### config.mk
export PLATFORM = sky130hd
export DESIGN_NAME = cond_pass_eval
export DESIGN_NICKNAME = d
export VERILOG_FILES = /design/src/rtl/ccev_pkg.sv /design/src/rtl/ccev_terms.sv /design/src/rtl/ccev_table.sv /design/src/rtl/ccev_select.sv /design/src/rtl/ccev_stage.sv /design/src/rtl/cond_pass_eval.sv
export SDC_FILE = /design/constraint.sdc
export NUM_CORES = 1
export LEC_CHECK = 0
export ABC_CLOCK_PERIOD_IN_PS = 1100
export BUFFER_PORTS_ARGS = -buffer_cell sky130_fd_sc_hd__buf_2
export CORE_AREA = 8 8 45 47
export DETAILED_ROUTE_END_ITERATION = 12
export DIE_AREA = 0 0 53 55
export GPL_TIMING_DRIVEN = 0
export HOLD_SLACK_MARGIN = 0.06
export PLACE_DENSITY = 0.5
export SYNTH_ARGS = -nofsm -noshare
export SYNTH_HDL_FRONTEND = slang
export SYNTH_SLANG_ARGS = --single-unit
### constraint.sdc
create_clock -name clk -period 1.1 [get_ports clk]
set_input_delay 0.055 -clock clk [delete_from_list [all_inputs] [get_ports clk]]
set_output_delay 0.055 -clock clk [all_outputs]
set_load 0.05 [all_outputs]
### src/rtl/ccev_pkg.sv
package ccev_pkg;
  localparam int COND_W    = 4;
  localparam int NUM_CODES = 1 << COND_W;
  localparam int NUM_PAIRS = 7;

  typedef enum logic [COND_W-1:0] {
    CC_EQ = 4'd0,  CC_NE = 4'd1,  CC_CS = 4'd2,  CC_CC = 4'd3,
    CC_MI = 4'd4,  CC_PL = 4'd5,  CC_VS = 4'd6,  CC_VC = 4'd7,
    CC_HI = 4'd8,  CC_LS = 4'd9,  CC_GE = 4'd10, CC_LT = 4'd11,
    CC_GT = 4'd12, CC_LE = 4'd13, CC_AL = 4'd14, CC_RSV = 4'd15
  } cond_e;

  typedef struct packed {
    logic n;
    logic z;
    logic c;
    logic v;
  } flags_t;

  // One positive term per pair of codes; the odd code of each pair is its inverse.
  function automatic logic [NUM_PAIRS-1:0] pair_terms(input flags_t f);
    logic same_sign;
    logic [NUM_PAIRS-1:0] t;
    same_sign = ~(f.n ^ f.v);
    t[0] = f.z;
    t[1] = f.c;
    t[2] = f.n;
    t[3] = f.v;
    t[4] = f.c & ~f.z;
    t[5] = same_sign;
    t[6] = ~f.z & same_sign;
    return t;
  endfunction
endpackage

### src/rtl/ccev_terms.sv
module ccev_terms
  import ccev_pkg::*;
(
  input  flags_t                 flags,
  output logic [NUM_PAIRS-1:0]   term
);
  assign term = pair_terms(flags);
endmodule

### src/rtl/ccev_table.sv
module ccev_table
  import ccev_pkg::*;
(
  input  logic [NUM_PAIRS-1:0] term,
  output logic [NUM_CODES-1:0] pass_vec
);
  for (genvar i = 0; i < NUM_CODES; i++) begin : g_code
    if (i < 2*NUM_PAIRS) begin : g_pair
      if (i % 2 == 1) begin : g_odd
        assign pass_vec[i] = ~term[i/2];
      end else begin : g_even
        assign pass_vec[i] = term[i/2];
      end
    end else if (i == int'(CC_AL)) begin : g_always
      assign pass_vec[i] = 1'b1;
    end else begin : g_reserved
      assign pass_vec[i] = 1'b0;
    end
  end
endmodule

### src/rtl/ccev_select.sv
module ccev_select
  import ccev_pkg::*;
(
  input  logic [COND_W-1:0]    cond,
  input  logic [NUM_CODES-1:0] pass_vec,
  output logic                 pass,
  output logic                 rsv
);
  assign pass = pass_vec[cond];
  assign rsv  = (cond == CC_RSV);
endmodule

### src/rtl/ccev_stage.sv
module ccev_stage #(
  parameter bit REGISTERED = 1'b1
) (
  input  logic clk,
  input  logic rst_n,
  input  logic in_valid,
  input  logic d_pass,
  input  logic d_rsv,
  output logic q_valid,
  output logic q_pass,
  output logic q_rsv
);
  if (REGISTERED) begin : g_reg
    always_ff @(posedge clk) begin
      if (!rst_n) begin
        q_valid <= 1'b0;
        q_pass  <= 1'b0;
        q_rsv   <= 1'b0;
      end else begin
        q_valid <= in_valid;
        if (in_valid) begin
          q_pass <= d_pass;
          q_rsv  <= d_rsv;
        end
      end
    end
  end else begin : g_wire
    logic unused_clk;
    assign unused_clk = clk ^ rst_n;
    assign q_valid = in_valid;
    assign q_pass  = d_pass;
    assign q_rsv   = d_rsv;
  end
endmodule

### src/rtl/cond_pass_eval.sv
module cond_pass_eval
  import ccev_pkg::*;
#(
  parameter bit REGISTERED = 1'b1
) (
  input  logic              clk,
  input  logic              rst_n,
  input  logic              in_valid,
  input  logic [COND_W-1:0] cond,
  input  logic              flag_n,
  input  logic              flag_z,
  input  logic              flag_c,
  input  logic              flag_v,
  output logic              out_valid,
  output logic              out_pass,
  output logic              out_reserved
);
  flags_t                 flags;
  logic [NUM_PAIRS-1:0]   term;
  logic [NUM_CODES-1:0]   pass_vec;
  logic                   eval_pass;
  logic                   eval_rsv;

  assign flags = '{n: flag_n, z: flag_z, c: flag_c, v: flag_v};

  ccev_terms u_terms (.flags(flags), .term(term));
  ccev_table u_table (.term(term), .pass_vec(pass_vec));
  ccev_select u_select (.cond(cond), .pass_vec(pass_vec), .pass(eval_pass), .rsv(eval_rsv));

  ccev_stage #(.REGISTERED(REGISTERED)) u_stage (
    .clk(clk), .rst_n(rst_n), .in_valid(in_valid),
    .d_pass(eval_pass), .d_rsv(eval_rsv),
    .q_valid(out_valid), .q_pass(out_pass), .q_rsv(out_reserved)
  );
endmodule

==> results.py <==
metrics = {
    "outcome": {
        "run_status": "finished clean",
    },
    "global_routing": {
        "grt_pass1_vias": 245,
        "globalRoute.totalOverflow": 0,
        "antenna_found_initial": 0,
        "grt_max_degree": 8,
        "track_usage_pct": 4.86,
        "grt_pass1_wl_um": 1030,
    },
    "routing": {
        "drcViolationCount": 0,
        "drt_wl_total_um": 646,
        "first_pass_iters": 2,
        "viasPerCell": 4.37,
        "vias": 262,
        "wl_per_cell_um": 10.8,
        "drtIter0Drc": 3,
        "ant_nets": 0,
    },
    "layout": {
        "final_common_cell": "buf_2",
        "fin_util_pct": 24.3,
        "nets": 56,
        "area_growth_pct": 49.4,
        "multiInputGateArea_sq_um": 161,
        "nFillCells": 165,
        "final-seq-area_sq_um": 60.1,
        "layout-drive-gt1-share_pct": 40.9,
        "finish.cell_count_without_fillers": 60,
        "most-common-layout-cells": "buf_2 (13), nor2b_1 (3), clkbuf_4 (3), dfxtp_1 (3)",
        "diodes": 0,
    },
    "floorplan": {
        "boundaryPins": 14,
        "initial_utilization_pct": 16.3,
        "core.rowCount": 14,
        "die_y_um": 55,
        "fp.dieW_um": 53,
        "core_sq_um": 1380,
        "die_area_sq_um": 2920,
    },
    "sta": {
        "slew_headroom_pct": 80.0,
        "worst_slack_ns": 0.201,
        "slew_violations": 0,
        "min_period_ns": 0.899,
        "max_freq_mhz": 1110,
        "min_period_over_period_pct": 81.7,
        "fin_setup_tns_ns": 0,
        "finalHoldViolations": 0,
        "rsz0062_at_grt": "false",
        "setup_viol": 0,
        "tightest_slew_ns": 0.297,
        "fin_skew_ns": 0,
    },
    "worst_setup_path": {
        "ff2ff_setup_slack_ns": 0.38,
        "r2r_end": "u_stage.q_pass",
        "startpoint_type": "primary input",
        "startpoint": "cond[2]",
        "critical_path_class": "primary input to flip-flop",
        "worstSetupEndpoint": "u_stage.q_pass",
        "end_kind": "flip-flop",
        "r2r_start": "u_stage.q_pass",
        "crit_fanout": 6,
        "cp.arrival_ns": 1.01,
        "reg2reg_depth": 3,
        "crit_required_ns": 1.21,
    },
    "power_and_ir_drop": {
        "power_frac_clock_pct": 48.0,
        "switching_share_pct": 28.7,
        "p_seq_share_pct": 28.8,
        "vdd_ir_drop_max_mv": 0.357,
        "p_sw_uw": 117,
        "p_int_uw": 291,
        "p_comb_share_pct": 23.2,
        "leakage_nw": 0.150,
        "p_per_area_nw_per_um2": 1210,
    },
    "clocking": {
        "clkTransAtPathRegs_ns": 0.04,
        "cts-root-buf": "clkbuf_4",
        "clock_latency_ns": 0.24,
        "clk_path_buf_depth": 2,
        "cts_htree_levels": 1,
        "post-cts-setup-buffers": 0,
        "hold_buffers": 0,
        "cts_buffers": 3,
        "tritoncts": "yes",
        "cts_sinks": 3,
        "ctsResizeCount": 0,
    },
    "yosys": {
        "ys_ff_latch": 3,
        "syn_area_sq_um": 225,
        "syn_avg_cell_area_sq_um": 8.34,
        "synth.top_cell.area_share_pct": 26.7,
        "synth.top_cells.by_area": "dfxtp_1 (27%), mux2_2 (10%), nor2b_1 (8.3%)",
        "yosysTopAreaCell": "dfxtp_1",
        "synth.distinct_cells": 20,
        "syn-num-nets": 38,
        "ys_seq_area_share_pct": 26.7,
        "syn-instance-count": 27,
        "yosys_warnings": 0,
    },
    "run": {
        "cap_violations": 0,
    },
    "placed_design": {
        "gp_congestion": 0.685,
        "dp_hpwl_um": 518,
        "place_ws_ns": -0.0537,
        "placedCellCount": 56,
        "io_buffers": 13,
    },
    "worst_hold_path": {
        "worstHoldPathType": "primary input to flip-flop",
    },
}
## flip-flops by register name, summed over array words and instances, names as in the netlist
signal and cells:
u_stage.q_rsv 1, u_stage.q_pass 1, u_stage.q_valid 1
## worst max-delay path: stages
cell and delay, ns:
buf_2 0.14, mux2_2 0.34, a22oi_1 0.21, o21ai_0 0.11, nand3b_1 0.16
## metrics by stage
| stage | hold slack (ns) | cell area, sq um | power [mW] |
|---|---|---|---|
| 2_1_floorplan | 0.173 | 225 | 0.174 |
| 3_3_place_gp | 0.319 | 310 | 0.214 |
| 3_5_place_dp | 0.318 | 310 | 0.215 |
| 4_1_cts | 0.0684 | 337 | 0.421 |
| 5_1_grt | 0.0865 | 337 | 0.440 |
| 6_report | 0.0742 | 337 | 0.408 |
## power by group through the flow
stage,clock network [mW],registers [mW],logic (mW)
after global routing,0.218,0.119,0.103
after global placement,0,0.119,0.0949
final,0.196,0.118,0.0945
after detailed placement,0,0.120,0.0950
after floorplan,0,0.141,0.0331
after CTS,0.207,0.118,0.0957
## area by class of cell
cell class                 count  area share, %
clock buffer                   4           7.81
multi-input combinational     23           48.0
tap                           16           5.95
inverter                       1           1.12
sequential                     3           17.8
timing repair buffer          13           19.3
## how the worst min path moves through the flow
stage | startpoint | end | slack [ns] | depth (start not counted)
floorplan | rst_n | u_stage.q_rsv | 0.17 | 1
global placement | in_valid | u_stage.q_valid | 0.32 | 2
detailed placement | rst_n | u_stage.q_rsv | 0.32 | 2
CTS | rst_n | u_stage.q_rsv | 0.07 | 2
global route | rst_n | u_stage.q_rsv | 0.09 | 2
finish | rst_n | u_stage.q_rsv | 0.07 | 2
## layer usage
layer	GRT usage (%)	wire length, um	vias to the layer above	share of wire (%)
met5	0	0	-	0
met1	5.30	270	112	42
met3	5.35	114	0	18
met4	1.29	0	0	0
li1	-	-	136	-
met2	6.05	260	14	40
## cells by family after synthesis
logic type / count (synthesis) / synth area share [%]
flip-flops: 3 / 26.7
AO/OA/AOI/OAI: 5 / 16.7
buffers and inverters: 1 / 1.67
AND/OR/NAND/NOR: 15 / 41.1
XOR/XNOR: 1 / 3.89
multiplexers: 2 / 10.0
## cells in the mapped netlist
library cell	instances
a22oi_1	1
or4_1	1
inv_1	1
nor2_1	2
o21ai_0	1
mux2_2	2
nand4_1	1
and3_1	1
o311ai_1	1
dfxtp_1	3
nor2b_1	3
nor3_1	1
xnor2_1	1
o21a_1	1
or2b_1	1
nor3b_1	1
nand3b_1	2
nand3_1	1
and2_1	1
o311ai_0	1
No activity file was read; power rests on OpenSTA's default activity.
